File: src/rtl/rxf_pkg.sv
package rxf_pkg;

    localparam int ID_W   = 29;
    localparam int DATA_W = 64;

    typedef enum logic [1:0] {
        FMT_EXT  = 2'd0,
        FMT_STD  = 2'd1,
        FMT_PART = 2'd2,
        FMT_NONE = 2'd3
    } rxf_fmt_e;

    typedef struct packed {
        logic [ID_W-1:0]   id;
        logic              ide;
        logic              rtr;
        logic [3:0]        dlc;
        logic [DATA_W-1:0] data;
    } rxf_frame_t;

    localparam int FRAME_W = $bits(rxf_frame_t);

    // Standard identifiers are left-justified so every format reads the top bits.
    function automatic logic [ID_W-1:0] align_id(input logic [ID_W-1:0] id, input logic ide);
        return ide ? id : {id[10:0], 18'b0};
    endfunction

    function automatic logic [31:0] key_ext(input logic [ID_W-1:0] a, input logic ide, input logic rtr);
        return {rtr, ide, 1'b0, a};
    endfunction

    function automatic logic [15:0] key_std(input logic [ID_W-1:0] a, input logic ide, input logic rtr);
        return {rtr, ide, 3'b000, a[28:18]};
    endfunction

    function automatic logic [7:0] key_part(input logic [ID_W-1:0] a);
        return a[28:21];
    endfunction

endpackage

File: src/rtl/rxf_match.sv
module rxf_match
    import rxf_pkg::*;
#(
    parameter int WORDS = 8,
    parameter int IDX_W = $clog2(WORDS * 4)
) (
    input  logic [1:0]          fmt,
    input  logic [WORDS*32-1:0] code,
    input  logic [WORDS*32-1:0] mask,
    input  logic [ID_W-1:0]     id,
    input  logic                ide,
    input  logic                rtr,
    output logic                hit,
    output logic [IDX_W-1:0]    idx
);
    localparam int N_EXT  = WORDS;
    localparam int N_STD  = WORDS * 2;
    localparam int N_PART = WORDS * 4;

    logic [ID_W-1:0]   aid;
    logic [31:0]       k_ext;
    logic [15:0]       k_std;
    logic [7:0]        k_part;
    logic [N_EXT-1:0]  v_ext;
    logic [N_STD-1:0]  v_std;
    logic [N_PART-1:0] v_part;
    logic [N_PART-1:0] cand;

    assign aid    = align_id(id, ide);
    assign k_ext  = key_ext(aid, ide, rtr);
    assign k_std  = key_std(aid, ide, rtr);
    assign k_part = key_part(aid);

    for (genvar w = 0; w < N_EXT; w++) begin : g_ext
        assign v_ext[w] = ~|((k_ext ^ code[w*32 +: 32]) & mask[w*32 +: 32]);
    end

    for (genvar e = 0; e < N_STD; e++) begin : g_std
        assign v_std[e] = ~|((k_std ^ code[e*16 +: 16]) & mask[e*16 +: 16]);
    end

    for (genvar e = 0; e < N_PART; e++) begin : g_part
        assign v_part[e] = ~|((k_part ^ code[e*8 +: 8]) & mask[e*8 +: 8]);
    end

    always_comb begin
        unique case (rxf_fmt_e'(fmt))
            FMT_EXT:  cand = N_PART'(v_ext);
            FMT_STD:  cand = N_PART'(v_std);
            FMT_PART: cand = v_part;
            default:  cand = '0;
        endcase
    end

    // Lowest index has priority.
    always_comb begin
        hit = |cand;
        idx = '0;
        for (int i = N_PART - 1; i >= 0; i--) begin
            if (cand[i]) idx = IDX_W'(i);
        end
    end

endmodule

File: src/rtl/rxf_queue.sv
module rxf_queue #(
    parameter int DEPTH   = 6,
    parameter int WARN_AT = 5,
    parameter int WIDTH   = 100
) (
    input  logic             clk,
    input  logic             rst,
    input  logic             push,
    input  logic [WIDTH-1:0] din,
    input  logic             pop,
    input  logic             ovf_clr,
    output logic [WIDTH-1:0] dout,
    output logic             avail,
    output logic             warn,
    output logic             ovf
);
    localparam int PTR_W = (DEPTH > 1) ? $clog2(DEPTH) : 1;
    localparam int CNT_W = $clog2(DEPTH + 1);

    logic [WIDTH-1:0] mem [DEPTH];
    logic [PTR_W-1:0] wr_ptr, rd_ptr;
    logic [CNT_W-1:0] count;
    logic             pop_ok, push_ok;

    function automatic logic [PTR_W-1:0] bump(input logic [PTR_W-1:0] p);
        return (p == PTR_W'(DEPTH - 1)) ? '0 : p + 1'b1;
    endfunction

    assign pop_ok  = pop && (count != '0);
    assign push_ok = push && ((count < CNT_W'(DEPTH)) || pop_ok);

    always_ff @(posedge clk) begin
        if (rst) begin
            wr_ptr <= '0;
            rd_ptr <= '0;
            count  <= '0;
            ovf    <= 1'b0;
            for (int i = 0; i < DEPTH; i++) mem[i] <= '0;
        end else begin
            if (push_ok) begin
                mem[wr_ptr] <= din;
                wr_ptr      <= bump(wr_ptr);
            end
            if (pop_ok) rd_ptr <= bump(rd_ptr);
            case ({push_ok, pop_ok})
                2'b10:   count <= count + 1'b1;
                2'b01:   count <= count - 1'b1;
                default: count <= count;
            endcase
            if (push && !push_ok) ovf <= 1'b1;
            else if (ovf_clr)     ovf <= 1'b0;
        end
    end

    assign dout  = mem[rd_ptr];
    assign avail = (count != '0);
    assign warn  = (count >= CNT_W'(WARN_AT));

endmodule

File: src/rtl/rxf_accept_top.sv
module rxf_accept_top
    import rxf_pkg::*;
#(
    parameter int FLT_WORDS  = 8,
    parameter int FIFO_DEPTH = 6,
    parameter int WARN_LEVEL = 5,
    parameter int HIT_W      = $clog2(FLT_WORDS * 4)
) (
    input  logic                   clk,
    input  logic                   rst,
    input  logic [1:0]             flt_mode,
    input  logic [FLT_WORDS*32-1:0] flt_code,
    input  logic [FLT_WORDS*32-1:0] flt_mask,
    input  logic                   rx_stb,
    input  logic [28:0]            rx_id,
    input  logic                   rx_ide,
    input  logic                   rx_rtr,
    input  logic [3:0]             rx_dlc,
    input  logic [63:0]            rx_data,
    input  logic                   q_pop,
    input  logic                   ovf_clr,
    output logic                   q_avail,
    output logic                   q_warn,
    output logic                   q_ovf,
    output logic [28:0]            q_id,
    output logic                   q_ide,
    output logic                   q_rtr,
    output logic [3:0]             q_dlc,
    output logic [63:0]            q_data,
    output logic [HIT_W-1:0]       q_hit
);
    localparam int ENTRY_W = FRAME_W + HIT_W;

    logic               m_hit;
    logic [HIT_W-1:0]   m_idx;
    rxf_frame_t         in_frame, out_frame;
    logic [ENTRY_W-1:0] q_in, q_out;

    assign in_frame = '{id: rx_id, ide: rx_ide, rtr: rx_rtr, dlc: rx_dlc, data: rx_data};

    rxf_match #(
        .WORDS (FLT_WORDS),
        .IDX_W (HIT_W)
    ) u_match (
        .fmt  (flt_mode),
        .code (flt_code),
        .mask (flt_mask),
        .id   (rx_id),
        .ide  (rx_ide),
        .rtr  (rx_rtr),
        .hit  (m_hit),
        .idx  (m_idx)
    );

    assign q_in = {in_frame, m_idx};

    rxf_queue #(
        .DEPTH   (FIFO_DEPTH),
        .WARN_AT (WARN_LEVEL),
        .WIDTH   (ENTRY_W)
    ) u_queue (
        .clk     (clk),
        .rst     (rst),
        .push    (rx_stb && m_hit),
        .din     (q_in),
        .pop     (q_pop),
        .ovf_clr (ovf_clr),
        .dout    (q_out),
        .avail   (q_avail),
        .warn    (q_warn),
        .ovf     (q_ovf)
    );

    assign {out_frame, q_hit} = q_out;
    assign q_id   = out_frame.id;
    assign q_ide  = out_frame.ide;
    assign q_rtr  = out_frame.rtr;
    assign q_dlc  = out_frame.dlc;
    assign q_data = out_frame.data;

endmodule

File: config.mk
export PLATFORM = sky130hd
export DESIGN_NAME = rxf_accept_top
export DESIGN_NICKNAME = d
export VERILOG_FILES = /design/src/rtl/rxf_pkg.sv /design/src/rtl/rxf_match.sv /design/src/rtl/rxf_queue.sv /design/src/rtl/rxf_accept_top.sv
export SDC_FILE = /design/constraint.sdc
export NUM_CORES = 2
export LEC_CHECK = 0
export BUFFER_PORTS_ARGS = -buffer_cell sky130_fd_sc_hd__buf_2
export CORE_AREA = 5 5 397 399
export CTS_CLUSTER_DIAMETER = 150
export DETAILED_ROUTE_END_ITERATION = 10
export DIE_AREA = 0 0 402 404
export GPL_TIMING_DRIVEN = 0
export HOLD_SLACK_MARGIN = 0.02
export PLACE_DENSITY = 0.46
export SYNTH_ARGS = -nofsm -noshare
export SYNTH_HDL_FRONTEND = slang
export SYNTH_SLANG_ARGS = --single-unit
File: constraint.sdc
create_clock -name clk -period 12.3 [get_ports clk]
set_clock_uncertainty 0.1 [all_clocks]
set_input_delay 0 -clock clk [delete_from_list [all_inputs] [get_ports clk]]
set_output_delay 0 -clock clk [all_outputs]
set_load 0.005 [all_outputs]
# After elaboration in Yosys (flattened, before gate mapping)
# Memories as Yosys holds them, arrays and structs flattened. A register that Yosys moved wholly into a read port is not among the register bits.
# Cells that the tools add are included.
[op_classes]
reduce_logical = 124
eq_ne = 6
addsub = 4
bitwise = 112
order_cmp = 2
muxes = 49
[op_table]
columns = ["operator", "n"]
rows = [
  ["OR reduction 32 bit", 9],
  ["bitwise AND 16 bit", 16],
  ["bitwise AND 32 bit", 8],
  ["bitwise AND 8 bit", 32],
  ["OR reduction 16 bit", 16],
  ["OR reduction 8 bit", 32],
  ["XOR 16 bit", 16],
  ["XOR 32 bit", 8],
  ["XOR 8 bit", 32],
  ["2-to-1 mux 5 bit", 32],
  ["2-to-1 mux 104 bit", 1],
  ["OR reduction 104 bit", 1],
  ["case mux 32 bit (3 select lines)", 1],
  ["zero test 1 bit", 57],
  ["2-to-1 mux 29 bit", 1],
  ["2-to-1 mux 3 bit", 5],
  ["adder 3 x 1 -> 3 bit (second input constant)", 3],
  ["2-to-1 mux 1 bit", 8],
  ["== test 3 bit (second input constant)", 2],
  ["case mux 3 bit (2 select lines)", 1],
  ["== test 2 x 1 -> 1 bit (second input constant)", 2],
  ["== test 2 bit (second input constant)", 2],
  ["logical AND 1 bit", 4],
  ["nonzero test 2 bit", 2],
  ["other kinds (6)", 6],
]
[word_totals]
wordCells = 302
regBits = 10
memories = 1
ram_bits = 624
[memory_table]
columns = ["name", "depth", "word_bits", "rd", "rd_ports_with_merged_regs", "write_ports", "line", "text"]
rows = [
  ["u_queue.mem", 6, 104, 1, 1, 6, "rxf_queue.sv:20", "logic [WIDTH-1:0] mem [DEPTH];"],
]

# Depth between registers and ports, before layout
[depth]
ltp_word = 39
depth_mapped = 20

# Modules after synthesis
# A second synthesis with hierarchy kept.
[unflattened]
cells_unflattened = 3388
area_unflattened_um2 = 47347.9
[modules_own_cells]
columns = ["mod", "cells_per_inst", "instances", "area_per_inst_um2", "seq_area_each_um2"]
rows = [
  ["rxf_queue", 1974, 1, 36229.7, 25244.2],
  ["rxf_match", 1413, 1, 11111.9, 0.0],
  ["rxf_accept_top", 1, 1, 6.3, 0.0],
]

# Worst setup path before layout
# No wires, ideal clock.
[synth_timing]
kind = "input to register"
start = "input port rx_ide"
end = "memory u_queue.mem[7][0] (netlist name), enable pin"
cell_stages = 14
path_slack_ns = -0.704
t_required_ns = 11.379
arrival_time_ns = 12.083
path_cell_list = "buf_2 buf_6 mux2i_1 buf_4 buf_6 buf_8 mux2i_1 a2111oi_0 nand3_1 o31ai_1 nor3_1 nand3b_2 nor4_4 nor4_1"
[synth_rtl]
columns = ["item", "line", "text"]
rows = [
  ["from (decl)", "rxf_accept_top.sv:16", "input logic rx_ide,"],
  ["to (decl)", "rxf_queue.sv:20", ""],
]

==> results.toml <==
[clock_tree]
cts_tree = "done"
postCtsSetupBuffers = 0
clk_latency_ns = 0.65
clk_path_buf_depth = 3
cts.sinks = 845
clk_pin_slew_ns = 0.06
cts_made_buffers = 84
cts_resized = 0
cts_hold_buf = 98
clock-root-buffer = "clkbuf_16"
cts_max_level = 3

[setup_path]
end_kind = "flop"
cp_slowest_cell = "mux2i_2"
critical_path_class = "primary input to flop"
slowest_delay_ns = 1.01
worstPathRequired_ns = 12.54
path_delay_family = "buffers and inverters"
worstPathMaxFanout = 10
crit_chain = "dlygate4sd3_1, clkbuf_1, mux2i_2, buf_4, buf_4, xnor2_1, a22oi_1, nand2_1, o31ai_1, nor3_1, nand3b_2, nor4_4, or2_1, clkbuf_1, nor3_2, buf_8, buf_6, buf_6, buf_6, buf_8, buf_4, buf_6"
cp_common_cell = "buf_6"
setup.worst_path.start_class = "primary input"
crit_buf_inv = 12
arrival_ns = 7.90

[pwr]
p_leak_nw = 20.83
sequentialPowerShare_pct = 40.9
combPwrFrac_pct = 28.7
power_density_nw_per_um2 = 142.9
pwr-share-clk_pct = 30.4
power.internal_mw = 5.830
switchingPower_mw = 2.469
finalPower_mw = 8.299
peakVddDrop_uv = 91.84
swShare_pct = 29.75

[floorplanning]
pin_count = 725
start_util_pct = 30.83
num_rows = 144
die_w_um = 402
dieArea_sq_um = 162400
core_area_sq_um = 153500
die_y_um = 404

[logic_synthesis]
synthTopCellsByArea = "edfxtp_1, xnor2_1, mux4_2, and2_1, a22oi_1"
synth_top_area_share_pct = 52.78
syn-cell-area_sq_um = 47330
ys_top_cells_by_count = "edfxtp_1, xnor2_1, and2_1"
syn_nets = 4056
synthMostInstantiatedCell = "edfxtp_1"
async_flop_share_pct = 0
synth_top_family_by_area = "multiplexers"
yosys_warnings = 0
synthXorXnorAreaFrac_pct = 12.47
synthAdderAreaFrac_pct = 0.06873
synth-simple-area-share_pct = 11.89
synth_flop_cell = "edfxtp_1"
synth_cell_types = 72
synth_edf_count = 832
synth_cells = 3436
synth_largest_area_cell = "edfxtp_1"
synth-seq-cells = 845
synth_compound_area_share_pct = 6.973
synth_mux_area_share_pct = 12.88
syn_avg_cell_area_sq_um = 13.78
seq_area_frac_synth_pct = 53.33

[sta]
hold_ws_ns = 0.1155
relSlewSlack_pct = 10.00
grt_setup_unrepaired = "no"
fin_crit_ns = 7.656
slew_violations = 0
setup_viol = 0
finalHoldViolations = 0
tightest_slew_ns = 1.350
finalCritPeriodShare_pct = 62.24
max_freq_mhz = 130.6

[final_layout]
drive_above_1_share_pct = 29.89
nets = 4998
ff_latch_area_sq_um = 25240
stdcell_area_sq_um = 58060
multi_input_area_sq_um = 21020
syn2layout_area_growth_pct = 22.67
fillers = 15080

[placed_design]
dpl.hpwl_um = 173700
place_congestion = 0.9835
port_buffers = 717
dpl_cell_area_sq_um = 54200

[job]
cap_violations = 0

[drt]
drt_iter0_drc = 2837
vias_per_cell = 5.278
dr.pass1.iters = 7
totalWireLength_um = 227700
drc_errors = 0
ant_nets = 0
wl_per_cell_um = 34.62
vias = 34720

[worst_hold_path]
worst_hold_path_type = "primary input to flop"

[global_routing]
grt_start_max_net_pins = 50
grt_pass1_vias = 36470
grt_use_met3_pct = 5.399
grt_pass1_wl_um = 306700
met2_usage_pct = 47.99
antenna_found_initial = 151
gr-usage-all-layers_pct = 27.21
grtUsageMet1_pct = 30.20
grt_remaining_overflow = 0
grt-busiest-layer = "met2"

[run_status]
status = "finished clean"
metal layers:
| layer | part of all wire [%] | wire [um] |
|---|---|---|
| met5 | 0.21 | 468 |
| met4 | 7.0 | 15910 |
| met2 | 50 | 114400 |
| met3 | 6.1 | 13970 |
| met1 | 36 | 82980 |
cells in the final DEF, fill, tap and decap left out, drive strengths merged, types with 11 or more instances in the layout:
| master | instances |
|---|---|
| inv | 16 |
| clkbuf | 186 |
| a21oi | 35 |
| clkinv | 30 |
| nand2b | 20 |
| a211oi | 11 |
| a21boi | 17 |
| xor2 | 38 |
| and3 | 19 |
| mux2i | 23 |
| and3b | 13 |
| a2111oi | 12 |
| a222oi | 43 |
| nor4 | 16 |
| dlygate4sd3 | 98 |
| nand2 | 103 |
| mux2 | 104 |
| a22oi | 174 |
| nand4 | 34 |
| buf | 883 |
| xnor2 | 636 |
| edfxtp | 832 |
| diode | 95 |
| nand3 | 34 |
| o21ai | 26 |
| mux4 | 208 |
| and2 | 614 |
| dfxtp | 13 |
| a22o | 29 |
| nor2 | 30 |
| nor3 | 15 |
| a221oi | 43 |
registers in the layout, indices dropped and copies added, names as in the netlist, named ones only:
register / cells
u_queue.mem: 832
u_queue.ovf: 1
u_queue.rd_ptr: 3
u_queue.count: 3
u_queue.wr_ptr: 3
cells by family after synthesis:
family | Yosys count
xor+xnor | 674
flops | 845
fa+ha+maj | 2
simple gates | 937
compound gates | 424
buf+inv | 219
mux | 335
cell type report:
type / count / share of cell area [%]
clock buffers: 105 / 3.866
flip-flops and latches: 845 / 43.48
clock inverters: 42 / 0.6745
plain buffers: 206 / 1.855
repair buffers: 856 / 9.031
multi-input cells: 2372 / 36.20
well taps: 2044 / 4.405
inverters: 13 / 0.08404
diodes: 95 / 0.4094
metrics by stage:
| step | TNS, ns | std cells | utilization [%] | setup slack [ns] |
|---|---|---|---|---|
| floorplan | 0 | 3436 | - | 1.821 |
| detailed placement | 0 | 6237 | 35.31 | 4.325 |
| global placement | -1591.84 | 6197 | 34.84 | -9.686 |
| CTS | 0 | 6482 | 37.67 | 4.871 |
| finish | 0 | 6578 | 37.82 | 4.644 |
| global route | 0 | 6538 | 37.76 | 4.752 |
power groups by stage:
stage	Sequential (mW)	Clock [mW]	Combinational [mW]
global placement	3.48	0	2.36
detailed placement	3.46	0	2.38
finish	3.39	2.53	2.38
CTS	3.39	2.60	2.42
floorplan	3.45	0	1.38
global route	3.41	2.71	2.54
path summary, 6_finish.rpt:
path | startpoint | end | slack (ns) | cells after the start
max | rx_id[1] | u_queue.mem[6][77]$_DFFE_PP_ | 4.64 | 22
min | rx_id[6] | u_queue.mem[2][81]$_SDFFCE_PN0P_ | 0.12 | 2
max reg2reg | u_queue.count[2]$_SDFFE_PP0P_ | u_queue.mem[6][77]$_DFFE_PP_ | 8.37 | 12
min reg2reg | u_queue.rd_ptr[2]$_SDFFE_PP0P_ | flop | 0.44 | 2
worst register-to-register path, delay by kind of cell (launching register included):
| family | cells | cell delay (ns) |
|---|---|---|
| and+or+nand+nor | 4 | 1.62 |
| buffers and inverters | 8 | 1.55 |
| DFF | 1 | 0.34 |
No activity file was read; power rests on OpenSTA's default activity.
